**src/rtl/wtdc_pkg.sv**
```systemverilog
// Package: shared types for the write-through data cache.
// Assumes a load and a store are never requested in the same cycle;
// if both appear, the store takes precedence.
package wtdc_pkg;

    typedef enum logic [1:0] {
        ACC_IDLE  = 2'd0,
        ACC_READ  = 2'd1,
        ACC_WRITE = 2'd2
    } acc_kind_t;

    // Map the two request lines to one access kind (store wins).
    function automatic acc_kind_t classify(input logic rd, input logic wr);
        if (wr)      return ACC_WRITE;
        else if (rd) return ACC_READ;
        else         return ACC_IDLE;
    endfunction

endpackage

```
**src/rtl/wtdc_tag_store.sv**
```systemverilog
// Tag store: one valid bit and one tag per direct-mapped line.
// Compares the presented tag against the selected line to form a hit.
// Assumes set is raised only on the last cycle of a refill.
module wtdc_tag_store #(
    parameter int LINES = 4,
    parameter int TAG_W = 26,
    localparam int IDX_W = $clog2(LINES)
) (
    input  logic             clk,
    input  logic             rst_n,
    input  logic [IDX_W-1:0] idx,
    input  logic [TAG_W-1:0] tag,
    input  logic             set,
    output logic             hit
);

    logic [LINES-1:0] valid_q;
    logic [TAG_W-1:0] tag_q [LINES];

    // Clear all lines on reset; mark a line valid when its refill completes.
    always_ff @(posedge clk) begin
        if (!rst_n)   valid_q <= '0;
        else if (set) valid_q[idx] <= 1'b1;
    end

    // Record the tag of the block being installed.
    always_ff @(posedge clk) begin
        if (set) tag_q[idx] <= tag;
    end

    assign hit = valid_q[idx] && (tag_q[idx] == tag);

    // no line is valid in the first cycle after reset.
    a_r1_reset_clear: assert property (@(posedge clk) disable iff (!rst_n)
        !$past(rst_n) |-> (valid_q == '0));

    // an installed line stays valid.
    a_r5_fill_sets_valid: assert property (@(posedge clk) disable iff (!rst_n)
        set |=> valid_q[$past(idx)]);

endmodule

```
**src/rtl/wtdc_data_store.sv**
```systemverilog
// Data store: LINES x WORDS words, one write port and one read port.
// The read is combinational; the write lands at the rising edge.
// Holds no reset: contents matter only once the tag store marks a line valid.
module wtdc_data_store #(
    parameter int LINES  = 4,
    parameter int WORDS  = 4,
    parameter int DATA_W = 32,
    localparam int IDX_W  = $clog2(LINES),
    localparam int WSEL_W = $clog2(WORDS)
) (
    input  logic              clk,
    input  logic              we,
    input  logic [IDX_W-1:0]  widx,
    input  logic [WSEL_W-1:0] wword,
    input  logic [DATA_W-1:0] wdata,
    input  logic [IDX_W-1:0]  ridx,
    input  logic [WSEL_W-1:0] rword,
    output logic [DATA_W-1:0] rdata
);

    logic [DATA_W-1:0] line_rd [LINES];

    for (genvar l = 0; l < LINES; l++) begin : g_line
        logic [DATA_W-1:0] words [WORDS];

        // Store the incoming word when this line is the write target.
        always_ff @(posedge clk) begin
            if (we && (widx == IDX_W'(l))) words[wword] <= wdata;
        end

        assign line_rd[l] = words[rword];
    end

    assign rdata = line_rd[ridx];

endmodule

```
**src/rtl/wtdc_fill_ctrl.sv**
```systemverilog
// Refill controller: counts the words of a block being fetched after a
// load miss. One word arrives per cycle, so a miss stalls for WORDS cycles.
// Assumes the requester holds its load steady while the stall is high.
// WORDS must be a power of two, at least 2.
module wtdc_fill_ctrl #(
    parameter int WORDS = 4,
    localparam int WSEL_W = $clog2(WORDS),
    localparam logic [WSEL_W-1:0] LAST = WSEL_W'(WORDS - 1)
) (
    input  logic              clk,
    input  logic              rst_n,
    input  logic              miss_req,
    output logic              stall,
    output logic [WSEL_W-1:0] fill_word,
    output logic              fill_last
);

    logic [WSEL_W-1:0] cnt_q;

    // Advance through the block while the miss persists; restart otherwise.
    always_ff @(posedge clk) begin
        if (!rst_n)                      cnt_q <= '0;
        else if (miss_req && !fill_last) cnt_q <= cnt_q + 1'b1;
        else                             cnt_q <= '0;
    end

    assign stall     = miss_req;
    assign fill_word = cnt_q;
    assign fill_last = miss_req && (cnt_q == LAST);

    // each stall cycle short of the last fetches the next word.
    a_r4_count_step: assert property (@(posedge clk) disable iff (!rst_n)
        (miss_req && !fill_last) |=>
            (!miss_req || (fill_word == WSEL_W'($past(fill_word) + 1'b1))));

endmodule

```
**src/rtl/wt_dcache.sv**
```systemverilog
// Write-through, direct-mapped, no-write-allocate data cache.
// LINES lines of WORDS words each. Loads that miss stall while the block
// is fetched one word per cycle. Stores go to main memory in the same cycle
// and update the cache only on a hit.
// Assumes main memory answers a read combinationally and accepts a write at
// the next rising edge, and that the pipeline holds the request while stalled.
module wt_dcache
    import wtdc_pkg::*;
#(
    parameter int ADDR_W = 32,
    parameter int DATA_W = 32,
    parameter int LINES  = 4,
    parameter int WORDS  = 4
) (
    input  logic                                 clk,
    input  logic                                 rst_n,
    input  logic [ADDR_W-1:0]                    cpu_addr,
    input  logic [DATA_W-1:0]                    cpu_wdata,
    input  logic                                 cpu_rd,
    input  logic                                 cpu_wr,
    output logic [DATA_W-1:0]                    cpu_rdata,
    output logic                                 stall,
    output logic [ADDR_W-$clog2(DATA_W/8)-1:0]   mem_addr,
    output logic                                 mem_re,
    output logic                                 mem_we,
    output logic [DATA_W-1:0]                    mem_wdata,
    input  logic [DATA_W-1:0]                    mem_rdata
);

    localparam int BOFF_W  = $clog2(DATA_W / 8);
    localparam int WSEL_W  = $clog2(WORDS);
    localparam int IDX_W   = $clog2(LINES);
    localparam int IDX_LSB = BOFF_W + WSEL_W;
    localparam int TAG_LSB = IDX_LSB + IDX_W;
    localparam int TAG_W   = ADDR_W - TAG_LSB;

    logic [IDX_W-1:0]  a_idx;
    logic [WSEL_W-1:0] a_word;
    logic [TAG_W-1:0]  a_tag;
    logic              unused_byte_sel;
    acc_kind_t         acc;
    logic              hit, miss_req, wr_hit;
    logic [WSEL_W-1:0] fill_word;
    logic              fill_last;
    logic              ds_we;
    logic [WSEL_W-1:0] ds_wword;
    logic [DATA_W-1:0] ds_wdata;

    // Address fields.
    assign a_idx           = cpu_addr[TAG_LSB-1:IDX_LSB];
    assign a_word          = cpu_addr[IDX_LSB-1:BOFF_W];
    assign a_tag           = cpu_addr[ADDR_W-1:TAG_LSB];
    assign unused_byte_sel = ^cpu_addr[BOFF_W-1:0];

    assign acc      = classify(cpu_rd, cpu_wr);
    assign miss_req = (acc == ACC_READ) && !hit;
    assign wr_hit   = (acc == ACC_WRITE) && hit;

    wtdc_tag_store #(.LINES(LINES), .TAG_W(TAG_W)) u_tags (
        .clk   (clk),
        .rst_n (rst_n),
        .idx   (a_idx),
        .tag   (a_tag),
        .set   (fill_last),
        .hit   (hit)
    );

    wtdc_fill_ctrl #(.WORDS(WORDS)) u_fill (
        .clk       (clk),
        .rst_n     (rst_n),
        .miss_req  (miss_req),
        .stall     (stall),
        .fill_word (fill_word),
        .fill_last (fill_last)
    );

    // Data-store write source: refill word from memory, or store data on a hit.
    always_comb begin
        ds_we    = 1'b0;
        ds_wword = a_word;
        ds_wdata = cpu_wdata;
        if (stall) begin
            ds_we    = 1'b1;
            ds_wword = fill_word;
            ds_wdata = mem_rdata;
        end else if (wr_hit) begin
            ds_we    = 1'b1;
        end
    end

    wtdc_data_store #(.LINES(LINES), .WORDS(WORDS), .DATA_W(DATA_W)) u_data (
        .clk   (clk),
        .we    (ds_we),
        .widx  (a_idx),
        .wword (ds_wword),
        .wdata (ds_wdata),
        .ridx  (a_idx),
        .rword (a_word),
        .rdata (cpu_rdata)
    );

    // Main-memory side: refill reads walk the block; stores pass straight through.
    always_comb begin
        mem_re    = stall;
        mem_we    = (acc == ACC_WRITE);
        mem_wdata = cpu_wdata;
        if (stall) mem_addr = {cpu_addr[ADDR_W-1:IDX_LSB], fill_word};
        else       mem_addr = cpu_addr[ADDR_W-1:BOFF_W];
    end

    // once the last refill word is taken, the stall cannot continue.
    a_r4_miss_ends: assert property (@(posedge clk) disable iff (!rst_n)
        fill_last |=> !stall);

    // the pipeline keeps the same load presented throughout a stall.
    a_r4_req_held: assert property (@(posedge clk) disable iff (!rst_n)
        (stall && !fill_last) |=> ($stable(cpu_addr) && cpu_rd));

    // refill addresses climb one word per stall cycle.
    a_r5_refill_order: assert property (@(posedge clk) disable iff (!rst_n)
        (stall && !fill_last) |=> (!stall || (mem_addr == $past(mem_addr) + 1'b1)));

    // a held load hits in the cycle right after its block lands.
    a_r3_hit_after_fill: assert property (@(posedge clk) disable iff (!rst_n)
        fill_last |=> (!(cpu_rd && !cpu_wr && $stable(cpu_addr)) || hit));

    // load and store requests never overlap.
    a_r6_rw_exclusive: assert property (@(posedge clk) disable iff (!rst_n)
        !(cpu_rd && cpu_wr));

endmodule

```
**config.mk**
```make
export PLATFORM = sky130hd
export DESIGN_NAME = wt_dcache
export DESIGN_NICKNAME = d
export VERILOG_FILES = /design/src/rtl/wtdc_pkg.sv /design/src/rtl/wtdc_tag_store.sv /design/src/rtl/wtdc_data_store.sv /design/src/rtl/wtdc_fill_ctrl.sv /design/src/rtl/wt_dcache.sv
export SDC_FILE = /design/constraint.sdc
export NUM_CORES = 1
export LEC_CHECK = 0
export ABC_CLOCK_PERIOD_IN_PS = 6000
export BUFFER_PORTS_ARGS = -buffer_cell sky130_fd_sc_hd__buf_4
export CORE_UTILIZATION = 25
export DETAILED_ROUTE_END_ITERATION = 8
export SYNTH_ARGS = -nofsm -noshare
export SYNTH_HDL_FRONTEND = slang
export SYNTH_SLANG_ARGS = --single-unit
```
**constraint.sdc**
```tcl
create_clock -name clk -period 6 [get_ports clk]
set_clock_uncertainty 0.1 [all_clocks]
set_input_delay 1.2 -clock clk [delete_from_list [all_inputs] [get_ports clk]]
set_output_delay 1.2 -clock clk [all_outputs]
set_load 0.01 [all_outputs]
```
==> results.json, run 1 <==
{
  "drive_gt1_share_pct": 41.1,
  "antenna_found_initial": 3,
  "clkSinkCount": 622,
  "cts_tree": "yes",
  "reg2reg_setup_slack_ns": 2.55,
  "synth_fp_nets": 1219,
  "ir_worst_vdd_mv": 0.239,
  "dr.first_iter.drc_count": 815,
  "gr-total-overflow": 0,
  "synth_area_sq_um": 25000,
  "htree_levels": 2,
  "drv_slew": 0,
  "syn_inst": 1118,
  "fp.dieH_microns": 318,
  "setup_viol": 0,
  "wire_per_inst_microns": 21.4,
  "grt_max_degree": 95,
  "via_per_inst": 4.50,
  "min_period_ns": 5.11,
  "cap_violations": 0,
  "worstPathRequired_ns": 4.70,
  "numCtsBuffers": 59,
  "path_cells": "buf_4 -> buf_4 -> mux2i_1 -> o32ai_1 -> and4bb_1 -> a31oi_4 -> buf_4 -> buf_4",
  "ant_nets": 0,
  "cts_root_buf": "clkbuf_16",
  "yosysTopAreaCellShare_pct": 74.0,
  "fmax_mhz": 196,
  "place.gp.congestion": 0.716,
  "finalSetupTns_ns": 0,
  "dp_cells": 2515,
  "startpoint_type": "input pin",
  "port_buffers": 194,
  "power_density_nw_per_um2": 305,
  "worst_pin_slew_ns": 1.06,
  "cts_resized": 0,
  "vias": 11800,
  "yosysTopAreaCell": "edfxtp_1",
  "worst-setup-path-type": "in -> out",
  "cts_hold_buf": 0,
  "final_util_pct": 30.1,
  "hold_violations": 0,
  "antenna_cells": 0,
  "worst_slack_ns": 0.886,
  "timing.slew.headroom_pct": 29.2,
  "arrival_ns": 3.81,
  "crit_path_max_fanout": 43,
  "finalCritPeriodShare_pct": 85.2,
  "critPathSlowestCell": "buf_4",
  "grt_usage_pct": 11.0,
  "synth.area.top_cells": "edfxtp_1 74%, mux4_2 16%, buf_4 1.9%, mux2_2 1.5%, mux2i_1 1.2%",
  "num_rows": 115,
  "path_clk_slew_ns": 0.06,
  "drc": 0,
  "dieArea_sq_um": 101000,
  "status": "finished, final reports clean",
  "clk_latency_ns": 0.64,
  "pre_cts_ws_ns": 0.855,
  "areaGrowthSynthToFinish_pct": 18.9,
  "nNetsFinal": 1390,
  "critical_path.most_common_cell": "buf_4",
  "async_reset_ff_share_pct": 0,
  "synth_seq_cells": 622,
  "wirelength_mm": 56.2,
  "synthFlopType": "edfxtp_1",
  "clockBufferDepth": 3,
  "rsz0062_at_grt": "false",
  "critPathCaptureType": "primary output",
  "synth_edf_count": 616,
  "p_leak_uw": 0.00941,
  "ys_types": 48,
  "avgSynthCellArea_sq_um": 22.4,
  "drtPass1Iterations": 5,
  "holdCritPathClass": "reg -> reg",
  "grt_pass1_wl_mm": 82.9,
  "core_area_sq_um": 98700,
  "post-cts-setup-buffer-count": 0,
  "grt_pass1_vias": 12400,
  "dp_hpwl_mm": 31.0,
  "yosys_warnings": 0,
  "die_x_microns": 318,
  "num_io_pins": 197,
  "slowest_delay_ns": 0.53,
  "final_cells": 2624,
  "start_util_pct": 25.3,
  "yosysSeqAreaShare_pct": 74.5
}
## registers in the layout (all words and copies together), names as in the netlist
signal,count
u_fill.fill_word,2
u_tags.tag_q,104
u_tags.valid_q,4
u_data.g_line.words,512
## cells in the mapped netlist, drive strengths merged (2+ instances only)
master / count
edfxtp: 616
mux4: 181
buf: 84
mux2: 41
clkbuf: 35
mux2i: 29
xnor2: 19
nand4: 13
nand3: 12
nor2: 9
nand2: 8
nand2b: 8
nor3: 8
and3: 6
dfxtp: 6
a32o: 4
nor2b: 4
inv: 3
o22ai: 3
or3: 3
and2: 2
and4: 2
nor4: 2
o21ai: 2
## where the power goes
group / total [uW] / internal (uW) / switching [uW]
Clock: 3640 / 2030 / 1610
Combinational: 590 / 272 / 318
Sequential: 4830 / 4830 / 5.06
Total: 9060 / 7130 / 1930
## cells in the final DEF (no fill, tap or decap), types with 2 or more instances in the layout
cell          n
edfxtp_1    616
buf_4       223
mux4_2      181
clkbuf_16    59
mux2_2       36
xnor2_1      19
mux2i_1      17
clkinv_1     14
nand4_1      13
nand3_1      12
mux2i_4      12
clkinv_2     11
clkbuf_1     10
nor2_1        9
nand2_1       8
nand2b_1      8
nor3_1        8
and3_1        6
dfxtp_1       6
mux2_4        5
bufinv_16     5
nor2b_1       4
a32o_1        4
clkinvlp_4    4
buf_12        4
o22ai_1       3
inv_1         3
or3_1         3
o21ai_0       2
and4_1        2
nor4_1        2
inv_6         2
## through the flow
step                total power [uW]  hold WS (ns)  cell area (sq um)
floorplan                       5290         0.336              25000
global placement                5520         0.350              27800
detailed placement              5530         0.355              27800
CTS                             9180         0.369              29700
global route                    9380         0.384              29700
finish                          9060         0.370              29700
## area by class of cell
| type | count | area [sq um] |
|---|---|---|
| well taps | 1287 | 1610 |
| multi-input cells | 374 | 5820 |
| inverters | 3 | 11.3 |
| clock inverters | 40 | 375 |
| clock buffers | 69 | 1510 |
| flip-flops and latches | 622 | 18600 |
| repair buffers | 229 | 1780 |
| fillers | 9494 | 69000 |
## per-layer routing
layer	wire length [microns]	track usage (%)	vias up
li1	-	-	5011
met3	2920	1.95	74
met1	24800	15.1	6357
met2	27600	18.2	368
met5	27	0	-
met4	823	2.34	4
## critical path: cells and delay by family
kind,cells,cell delay (ns)
simple gates,1,0.24
compound gates,2,0.38
mux,1,0.27
buf+inv,4,1.65
## kinds of logic after synthesis
group                    after synthesis  synth area share, %
multiplexers                         251                 19.4
flip-flops                           622                 74.5
buffers and inverters                122                 2.92
adder cells (fa/ha/maj)                1               0.0500
AO/OA/AOI/OAI                         22                0.706
XOR/XNOR                              19                0.666
AND/OR/NAND/NOR                       81                 1.82
## path summary, 6_finish.rpt
check                                  to  cells past startpoint                 from
min reg2reg             u_tags.valid_q[2]                      1    u_tags.valid_q[2]
max                                 stall                      8          cpu_addr[5]
max reg2reg  u_data.g_line[2].words[0][4]                      8  u_tags.tag_q[0][19]
min                     u_tags.valid_q[2]                      1    u_tags.valid_q[2]
No activity file was read; power rests on OpenSTA's default activity.
==> run 2: changes to the inputs <==
- ABC_CLOCK_PERIOD_IN_PS: 6000 -> 5360
- clock period: 6 -> 5.36 ns (I/O delays scaled with it)
==> run 2 against run 1 <==
Effect of this change: global-route usage is 0.12 points lower; clock-buffer cell count rose by 11; first-iteration DRC count is 2.9% higher; worst hold slack worse by 0.0036 ns; cell area rose by 1.1%; routed wire length fell by 0.75%; critical path depth did not move; sequential share of layout area decreased by 0.71 points; via count is essentially flat; critical path type unchanged; critical endpoint is now mem_addr[0]; largest power group unchanged.
==> results.json, run 2 (synthesized netlist as in run 1, its figures left out) <==
{
  "p_int_uw": 8270,
  "layout_common_cells": "616 x edfxtp_1, 211 x buf_4, 181 x mux4_2",
  "p_switching_uw": 2160,
  "hold_violations": 0,
  "timing.slew.headroom_pct": 33.5,
  "clk_latency_ns": 0.63,
  "power.share.combinational_pct": 6.4,
  "worstPathRequired_ns": 4.19,
  "arrival_ns": 3.56,
  "status": "finished, final reports clean",
  "worst-setup-path-type": "in -> out",
  "path_clk_slew_ns": 0.06,
  "htree_levels": 2,
  "power_density_nw_per_um2": 347,
  "final_util_pct": 30.5,
  "clkSinkCount": 622,
  "areaGrowthSynthToFinish_pct": 20.3,
  "hold_slack_ns": 0.367,
  "finalSetupTns_ns": 0,
  "core_area_sq_um": 98700,
  "critPathCaptureType": "primary output",
  "cts_root_buf": "clkbuf_16",
  "cap_violations": 0,
  "largest_register_ffs": 512,
  "place.gp.congestion": 0.709,
  "rsz0062_at_grt": "false",
  "largest_registers": "u_data.g_line.words: 512 flops, u_tags.tag_q: 104 flops, u_tags.valid_q: 4 flops",
  "drv_slew": 0,
  "die_x_microns": 318,
  "final_common_cell": "edfxtp_1",
  "port_buffers": 194,
  "cts_tree": "yes",
  "finalPower_uw": 10400,
  "drtPass1Iterations": 4,
  "dr.first_iter.drc_count": 839,
  "min_path_cells": 1,
  "wire_per_inst_microns": 21.2,
  "fp.dieH_microns": 318,
  "nFillCells": 9451,
  "start_util_pct": 25.3,
  "dieArea_sq_um": 101000,
  "ir_worst_vdd_mv": 0.245,
  "startpoint_type": "input pin",
  "numCtsBuffers": 60,
  "finalCritPeriodShare_pct": 88.3,
  "crit_path_max_fanout": 29,
  "post-cts-setup-buffer-count": 0,
  "top_register": "u_data.g_line.words",
  "num_io_pins": 197,
  "clockBufferDepth": 3,
  "worst_pin_slew_ns": 0.998,
  "num_rows": 115,
  "clkPwrFrac_pct": 41.8,
  "min_period_ns": 4.73,
  "via_per_inst": 4.49,
  "drive_gt1_share_pct": 41.0,
  "grt_pass1_vias": 12400,
  "p_leak_uw": 0.00952,
  "grt_max_degree": 72,
  "cts_hold_buf": 0,
  "grt_usage_pct": 10.9,
  "antenna_found_initial": 3,
  "worst_slack_ns": 0.626,
  "nNetsFinal": 1393,
  "cts_resized": 0,
  "r2r_cells": 8,
  "wirelength_mm": 55.8,
  "vias": 11800,
  "seqPwrFrac_pct": 51.9,
  "gr-total-overflow": 0,
  "grt_pass1_wl_mm": 82.0,
  "fmax_mhz": 211,
  "dp_hpwl_mm": 30.3,
  "pre_cts_ws_ns": 0.550,
  "sw_frac_of_total_pct": 20.8,
  "holdCritPathClass": "reg -> reg",
  "ant_nets": 0,
  "setup_viol": 0,
  "drc": 0
}
[run 2: changes by cell type in the layout (fill, tap and decap cells not counted), sizes merged]
| cell | change |
|---|---|
| clkbuf | +11 |
| clkinv | -8 |
| bufinv | +4 |
| inv | -3 |
| buf | +2 |
| clkinvlp | -1 |
| diode | +1 |
[run 2: through the flow]
stage | cell area [sq um] | instances
2_1_floorplan | 25000 | 1118
3_3_place_gp | 28000 | 2517
3_5_place_dp | 28000 | 2517
4_1_cts | 30100 | 2629
5_1_grt | 30100 | 2629
6_report | 30100 | 2630
[run 2: power by group through the flow]
stage / registers [uW] / logic (uW) / clock network (uW)
final: 5410 / 665 / 4360
after global routing: 5410 / 723 / 4640
after CTS: 5410 / 687 / 4480
after detailed placement: 5510 / 686 / 0
after global placement: 5510 / 668 / 0
after floorplan: 5510 / 407 / 0
[run 2: final cells by class]
type                    count  area [sq um]  share of cell area (%)
repair buffers            231          1970                    6.55
clock inverters            32           418                    1.39
multi-input cells         374          5820                    19.4
flip-flops and latches    622         18600                    61.9
diodes                      1          2.50                 0.00832
well taps                1287          1610                    5.35
inverters                   3          11.3                  0.0374
clock buffers              80          1620                    5.38
[run 2: per-layer routing]
metal / GRT usage [%] / wire, microns / up-vias
met5: 0 / 26 / -
met4: 2.48 / 1030 / 4
met3: 2.35 / 3330 / 85
met2: 17.9 / 27000 / 341
met1: 14.7 / 24300 / 6348
li1: - / - / 5026
[run 2: worst paths after layout]
check	start	endpoint	slack, ns
worst min-delay path	u_tags.valid_q[2]	u_tags.valid_q[2]	0.37
worst max-delay path	cpu_addr[4]	mem_addr[0]	0.63
worst min register to register	u_tags.valid_q[2]	u_tags.valid_q[2]	0.37
worst max register to register	u_tags.tag_q[3][3]	u_data.g_line[2].words[0][11]	2.02
[run 2: critical path, stage by stage]
cell and delay (ns):
buf_4 0.43, mux4_2 0.58, xnor2_1 0.24, nand4_1 0.15, nor3_1 0.41, a31oi_4 0.18, mux2_4 0.32, buf_4 0.15
